## config.mk

```make
export PLATFORM = sky130hd
export DESIGN_NAME = amp_link_host
export DESIGN_NICKNAME = d
export VERILOG_FILES = /design/src/rtl/amp_link_pkg.sv /design/src/rtl/amp_link_seq.sv /design/src/rtl/amp_link_shifter.sv /design/src/rtl/amp_link_regs.sv /design/src/rtl/amp_link_host.sv
export SDC_FILE = /design/constraint.sdc
export NUM_CORES = 1
export LEC_CHECK = 0
export ABC_AREA = 1
export BUFFER_PORTS_ARGS = -buffer_cell sky130_fd_sc_hd__buf_2
export CAP_MARGIN = 20
export CORE_UTILIZATION = 45
export DETAILED_ROUTE_END_ITERATION = 8
export PLACE_DENSITY = 0.61
export SKIP_CTS_REPAIR_TIMING = 1
export SLEW_MARGIN = 20
export SYNTH_ARGS = -nofsm -noshare
export SYNTH_HDL_FRONTEND = slang
export SYNTH_SLANG_ARGS = --single-unit
```

## constraint.sdc

```tcl
create_clock -name clk -period 2.15 [get_ports clk]
set_input_delay 0.215 -clock clk [delete_from_list [all_inputs] [get_ports clk]]
set_output_delay 0.215 -clock clk [all_outputs]
set_load 0.02 [all_outputs]
```

## src/rtl/amp_link_pkg.sv

```systemverilog
`timescale 1ns/1ps
package amp_link_pkg;
    localparam int BYTE_W     = 8;
    localparam int FRAME_BITS = 2 * BYTE_W;
    localparam int HALF_END   = 2 * FRAME_BITS;          // closing half-period index
    localparam int HALF_W     = $clog2(HALF_END + 1);
    localparam int ADDR_W     = 3;
    localparam int CMD_GO     = 0;
    localparam int CMD_AUTO   = 1;
    localparam int CLIP_LSB   = 4;

    typedef enum logic [ADDR_W-1:0] {
        A_CTRL0 = 3'd0,
        A_CTRL1 = 3'd1,
        A_STAT0 = 3'd2,
        A_STAT1 = 3'd3,
        A_CMD   = 3'd4
    } reg_addr_e;

    typedef struct packed {
        logic sclk;
        logic latch;
        logic dout;
    } ser_pins_t;

    // bits of status byte 1 that carry per-channel flags
    function automatic logic [BYTE_W-1:0] flag_mask(input int n_ch);
        logic [BYTE_W-1:0] m;
        m = '0;
        for (int i = 0; i < n_ch; i++) begin
            m[i]            = 1'b1;
            m[CLIP_LSB + i] = 1'b1;
        end
        return m;
    endfunction

    // a byte strobe follows the falling edge that completes each byte
    function automatic logic byte_end(input logic [HALF_W-1:0] h);
        return (h == HALF_W'(2 * BYTE_W - 1)) || (h == HALF_W'(HALF_END - 1));
    endfunction
endpackage

```

## src/rtl/amp_link_seq.sv

```systemverilog
`timescale 1ns/1ps
module amp_link_seq
    import amp_link_pkg::*;
#(
    parameter int CLK_DIV  = 4,
    parameter int AUTO_GAP = 1000
) (
    input  logic              clk,
    input  logic              rst,
    input  logic              start_req,
    input  logic              auto_en,
    output logic              busy,
    output logic              go,
    output logic              tick,
    output logic              done,
    output logic [HALF_W-1:0] half
);
    localparam int DIV_W = (CLK_DIV > 1) ? $clog2(CLK_DIV) : 1;
    localparam int GAP_W = $clog2(AUTO_GAP + 1);

    logic [DIV_W-1:0] div_q;
    logic [GAP_W-1:0] idle_q;
    logic             auto_fire;

    assign tick      = busy && (div_q == DIV_W'(CLK_DIV - 1));
    assign done      = tick && (half == HALF_W'(HALF_END));
    assign auto_fire = auto_en && (idle_q == GAP_W'(AUTO_GAP - 1));
    assign go        = !busy && (start_req || auto_fire);

    always_ff @(posedge clk) begin
        if (rst) begin
            busy   <= 1'b0;
            div_q  <= '0;
            half   <= '0;
            idle_q <= '0;
        end else begin
            if (go) begin
                busy  <= 1'b1;
                div_q <= '0;
                half  <= '0;
            end else if (busy) begin
                if (tick) begin
                    div_q <= '0;
                    if (done) begin
                        busy <= 1'b0;
                        half <= '0;
                    end else begin
                        half <= half + 1'b1;
                    end
                end else begin
                    div_q <= div_q + 1'b1;
                end
            end
            if (busy || !auto_en || go) idle_q <= '0;
            else                        idle_q <= idle_q + 1'b1;
        end
    end
endmodule

```

## src/rtl/amp_link_shifter.sv

```systemverilog
`timescale 1ns/1ps
module amp_link_shifter
    import amp_link_pkg::*;
(
    input  logic                  clk,
    input  logic                  rst,
    input  logic                  go,
    input  logic                  tick,
    input  logic [HALF_W-1:0]     half,
    input  logic [FRAME_BITS-1:0] tx_word,
    input  logic                  sdi,
    output ser_pins_t             pins,
    output logic [FRAME_BITS-1:0] rx_word
);
    logic [FRAME_BITS-1:0] tx_q;

    always_ff @(posedge clk) begin
        if (rst) begin
            pins    <= '0;
            tx_q    <= '0;
            rx_word <= '0;
        end else if (go) begin
            tx_q       <= tx_word;
            pins.dout  <= tx_word[FRAME_BITS-1];
            pins.sclk  <= 1'b0;
            pins.latch <= 1'b0;
        end else if (tick) begin
            if (half == HALF_W'(HALF_END)) begin
                pins <= '0;
            end else if (!half[0]) begin
                pins.sclk  <= 1'b1;
                pins.latch <= 1'b0;
                rx_word    <= {rx_word[FRAME_BITS-2:0], sdi};
            end else begin
                pins.sclk  <= 1'b0;
                pins.latch <= byte_end(half);
                tx_q       <= tx_q << 1;
                pins.dout  <= (half == HALF_W'(HALF_END - 1)) ? 1'b0 : tx_q[FRAME_BITS-2];
            end
        end
    end
endmodule

```

## src/rtl/amp_link_regs.sv

```systemverilog
`timescale 1ns/1ps
module amp_link_regs
    import amp_link_pkg::*;
#(
    parameter int N_CH = 3
) (
    input  logic                  clk,
    input  logic                  rst,
    input  logic                  we,
    input  logic [ADDR_W-1:0]     addr,
    input  logic [BYTE_W-1:0]     wdata,
    input  logic                  busy,
    input  logic                  commit,
    input  logic [FRAME_BITS-1:0] rx_word,
    output logic [FRAME_BITS-1:0] tx_word,
    output logic                  start_req,
    output logic                  auto_en,
    output logic [BYTE_W-1:0]     stat0,
    output logic [BYTE_W-1:0]     stat1,
    output logic [BYTE_W-1:0]     rdata
);
    localparam logic [BYTE_W-1:0] STAT1_MASK = flag_mask(N_CH);

    logic [N_CH-1:0] relay_q;
    logic            unused_wbits;

    assign unused_wbits = ^wdata;
    assign start_req    = we && (addr == A_CMD) && wdata[CMD_GO];
    assign tx_word      = {{(BYTE_W - N_CH){1'b0}}, relay_q, {BYTE_W{1'b0}}};

    always_ff @(posedge clk) begin
        if (rst) begin
            relay_q <= '0;
            auto_en <= 1'b0;
            stat0   <= '0;
            stat1   <= '0;
        end else begin
            if (we && addr == A_CTRL0) relay_q <= wdata[N_CH-1:0];
            if (we && addr == A_CMD)   auto_en <= wdata[CMD_AUTO];
            if (commit) begin
                stat0 <= rx_word[FRAME_BITS-1:BYTE_W];
                stat1 <= rx_word[BYTE_W-1:0] & STAT1_MASK;
            end
        end
    end

    always_comb begin
        rdata = '0;
        case (addr)
            A_CTRL0: rdata = {{(BYTE_W - N_CH){1'b0}}, relay_q};
            A_STAT0: rdata = stat0;
            A_STAT1: rdata = stat1;
            A_CMD:   rdata = {{(BYTE_W - 2){1'b0}}, auto_en, busy};
            default: rdata = '0;
        endcase
    end
endmodule

```

## src/rtl/amp_link_host.sv

```systemverilog
`timescale 1ns/1ps
module amp_link_host
    import amp_link_pkg::*;
#(
    parameter int CLK_DIV  = 4,
    parameter int AUTO_GAP = 1000,
    parameter int N_CH     = 3
) (
    input  logic              clk,
    input  logic              rst,
    input  logic [ADDR_W-1:0] host_addr,
    input  logic              host_we,
    input  logic [BYTE_W-1:0] host_wdata,
    output logic [BYTE_W-1:0] host_rdata,
    output logic              ser_clk,
    output logic              ser_latch,
    output logic              ser_dout,
    input  logic              ser_din
);
    logic                  busy_w, go_w, tick_w, done_w, start_w, auto_w;
    logic [HALF_W-1:0]     half_w;
    logic [FRAME_BITS-1:0] tx_w, rx_w;
    logic [BYTE_W-1:0]     stat0_w, stat1_w;
    ser_pins_t             pins_w;

    amp_link_seq #(.CLK_DIV(CLK_DIV), .AUTO_GAP(AUTO_GAP)) u_seq (
        .clk(clk), .rst(rst), .start_req(start_w), .auto_en(auto_w),
        .busy(busy_w), .go(go_w), .tick(tick_w), .done(done_w), .half(half_w)
    );

    amp_link_shifter u_shift (
        .clk(clk), .rst(rst), .go(go_w), .tick(tick_w), .half(half_w),
        .tx_word(tx_w), .sdi(ser_din), .pins(pins_w), .rx_word(rx_w)
    );

    amp_link_regs #(.N_CH(N_CH)) u_regs (
        .clk(clk), .rst(rst), .we(host_we), .addr(host_addr), .wdata(host_wdata),
        .busy(busy_w), .commit(done_w), .rx_word(rx_w), .tx_word(tx_w),
        .start_req(start_w), .auto_en(auto_w), .stat0(stat0_w), .stat1(stat1_w),
        .rdata(host_rdata)
    );

    assign ser_clk   = pins_w.sclk;
    assign ser_latch = pins_w.latch;
    assign ser_dout  = pins_w.dout;
endmodule

```

==> results.toml <==
[grt]
grt-ovfl-total = 0
grt_use_total_pct = 18.2
antenna_found_initial = 0
grt_pass1_vias = 2052
grt_max_degree = 35
grt_pass1_wl_um = 8870

[floorplanning]
die_h_um = 79.5
initial_utilization_pct = 47.9
rows = 27
core_region_area_um2 = 5640
fp.dieW_um = 79.5
die_area_um2 = 6310
ios = 26

[synth]
yosysWarnings = 0
synth.distinct_cells = 34
synthCells = 329
synth_area_um2 = 2700
avgSynthCellArea_um2 = 8.21
syn-num-nets = 348
yosysSeqAreaShare_pct = 46.7
ys_ff_latch = 63

[sta]
whs_ns = 0.170
post-route-min-period_ns = 1.72
tightest_slew_ns = 0.333
slew_viol_final = 0
fmax_ghz = 0.581
postLayoutSetupSlackWorst_ns = 0.430
setup_viol = 0
fin_worst_skew_ns = 0.00947
rsz0062_at_grt = "no"
maxSlewHeadroom_pct = 77.7
setup_tns_ns = 0
hold_violations = 0
min_period_over_period_pct = 80.0

[finish]
drive_gt1_share_pct = 18.0
finalCoreUtilization_pct = 54.4
layout_commonest_cell = "dfxtp_1"
final_nets = 370
areaGrowthSynthToFinish_pct = 13.8
final_cell_mix = "dfxtp_1, nand2_1, a21oi_1"
diodes = 0
final_cells = 428
nFillCells = 549

[route]
wl_per_cell_um = 11.6
vias_per_cell = 5.04
drt-total-wl_um = 4960
vias = 2155
dr.pass1.iters = 4
drtIter0Drc = 72
ant_nets = 0
drcViolationCount = 0

[power_and_ir_drop]
powerDensity_nw_per_um2 = 778
net-switching-power_uw = 484
p_seq_share_pct = 49.1
cellLeakagePower_uw = 0.00115
pwr-share-comb_pct = 2.7
ir_drop_mv = 0.471
power_switching_share_pct = 20.3
p_clk_share_pct = 48.2
intPower_uw = 1910

[worst_hold_path]
hp-class = "in2reg"
hold_depth = 3

[placed_design]
gp_congestion = 0.786
place_ws_ns = 0.423
hpwl_um = 3280
port_buffers = 20
dp.cells = 412

[clock_network]
insertion_delay_ns = 0.34
cts.sinks = 63
cts_tree = "yes"
path_clk_slew_ns = 0.07
clockBufferDepth = 2
cts_root_buffer = "clkbuf_8"
htreeDepth = 3
cts_buffers = 9

[worst_setup_path]
critPathMaxFanout = 34
crit_arrival_ns = 1.99
start_kind = "flop"
crit_required_ns = 2.42
crit_path_end_kind = "flop"
r2r_cells = 7
crit_type = "reg2reg"

[outcome]
status = "finished clean"

[run]
drv_cap = 0
[kinds of logic (layout without fill, tap and decap cells)]
kind of cell / after synthesis / count (layout) / share of synthesized area [%]
fa+ha+maj: 4 / 4 / 1.85
buf+inv: 52 / 79 / 8.43
compound gates: 91 / 91 / 19.3
flops: 63 / 63 / 46.7
xor+xnor: 9 / 9 / 2.92
simple gates: 110 / 110 / 20.8
[final cells by class]
| type | instances | area, um^2 | share of cell area, % |
|---|---|---|---|
| Inverter | 40 | 150 | 4.89 |
| Sequential cell | 63 | 1260 | 41.1 |
| Tap cell | 72 | 90.1 | 2.93 |
| Multi-Input combinational cell | 214 | 1210 | 39.4 |
| Clock buffer | 13 | 159 | 5.17 |
| Clock inverter | 3 | 65.1 | 2.12 |
| Timing Repair Buffer | 23 | 135 | 4.40 |
[cell usage after synthesis]
| cell | number | area (um^2) |
|---|---|---|
| dfxtp_1 | 63 | 1260 |
| o21ai_0 | 8 | 40.0 |
| buf_6 | 2 | 22.5 |
| a22o_1 | 3 | 26.3 |
| nand2_1 | 44 | 165 |
| xor2_1 | 6 | 52.6 |
| a21oi_2 | 10 | 87.6 |
| inv_1 | 36 | 135 |
| buf_4 | 4 | 30.0 |
| nor2_1 | 14 | 52.6 |
| ha_1 | 4 | 50.1 |
| nor3b_1 | 2 | 15.0 |
| clkbuf_1 | 4 | 15.0 |
| nor2_4 | 1 | 11.3 |
| o21bai_1 | 1 | 7.51 |
| nor3_2 | 1 | 10.0 |
| nor2_8 | 1 | 20.0 |
| o21ai_1 | 26 | 130 |
| buf_2 | 2 | 10.0 |
| nand4_1 | 3 | 18.8 |
| nand2_4 | 2 | 22.5 |
| inv_2 | 4 | 15.0 |
| o2111ai_1 | 2 | 17.5 |
| o211ai_1 | 1 | 7.51 |
| xnor2_1 | 3 | 26.3 |
| or2_0 | 1 | 6.26 |
| nand2_2 | 2 | 12.5 |
| nand3_2 | 3 | 30.0 |
| a21oi_1 | 39 | 195 |
| o21ai_2 | 1 | 8.76 |
| nor2_2 | 1 | 6.26 |
| nor3_1 | 12 | 60.1 |
| nand4_4 | 1 | 21.3 |
| nand3_1 | 22 | 110 |
[sequential cells by signal, indices dropped and copies added (netlist names)]
name,count
u_shift.rx_word,16
u_regs.stat1,6
u_shift.pins,3
u_regs.relay_q,3
u_regs.auto_en,1
u_regs.stat0,8
u_seq.half,6
u_seq.busy,1
u_seq.div_q,2
u_seq.idle_q,10
u_shift.tx_q,7
[worst max-delay path, stage by stage (launching register included)]
cell,delay (ns)
dfxtp_1,0.33
inv_1,0.19
ha_1,0.24
nand4_4,0.23
nand3_2,0.12
buf_4,0.30
o21ai_0,0.11
a21oi_1,0.13
[power groups by stage]
stage / registers [uW] / logic (uW) / clock network [uW]
2_1_floorplan: 1200 / 43.4 / 0
3_3_place_gp: 1200 / 64.4 / 0
3_5_place_dp: 1200 / 64.7 / 0
4_1_cts: 1170 / 65.2 / 1180
5_1_grt: 1170 / 73.1 / 1240
6_report: 1170 / 64.0 / 1150
[per-layer routing]
| layer | routed length (um) | GRT usage [%] | up-vias |
|---|---|---|---|
| li1 | - | - | 1149 |
| met1 | 2410 | 20.9 | 979 |
| met2 | 2320 | 30.4 | 20 |
| met3 | 170 | 7.66 | 7 |
| met4 | 61 | 5.45 | 0 |
| met5 | 0 | 0 | - |
[stage by stage]
stage	total power [uW]	cell area [um^2]
3_3_place_gp	1270	2850
2_1_floorplan	1240	2700
4_1_cts	2420	3070
6_report	2390	3070
3_5_place_dp	1270	2850
5_1_grt	2480	3070
[path summary, 6_finish.rpt]
check	from	endpoint	slack [ns]
setup reg to reg	u_seq.half[0]	u_shift.rx_word[2]	0.43
hold / removal	ser_din	u_shift.rx_word[0]	0.17
hold reg to reg	u_shift.rx_word[7]	u_shift.rx_word[7]	0.45
setup / recovery	u_seq.half[0]	u_shift.rx_word[2]	0.43
Power figures use the tool's default switching activity.
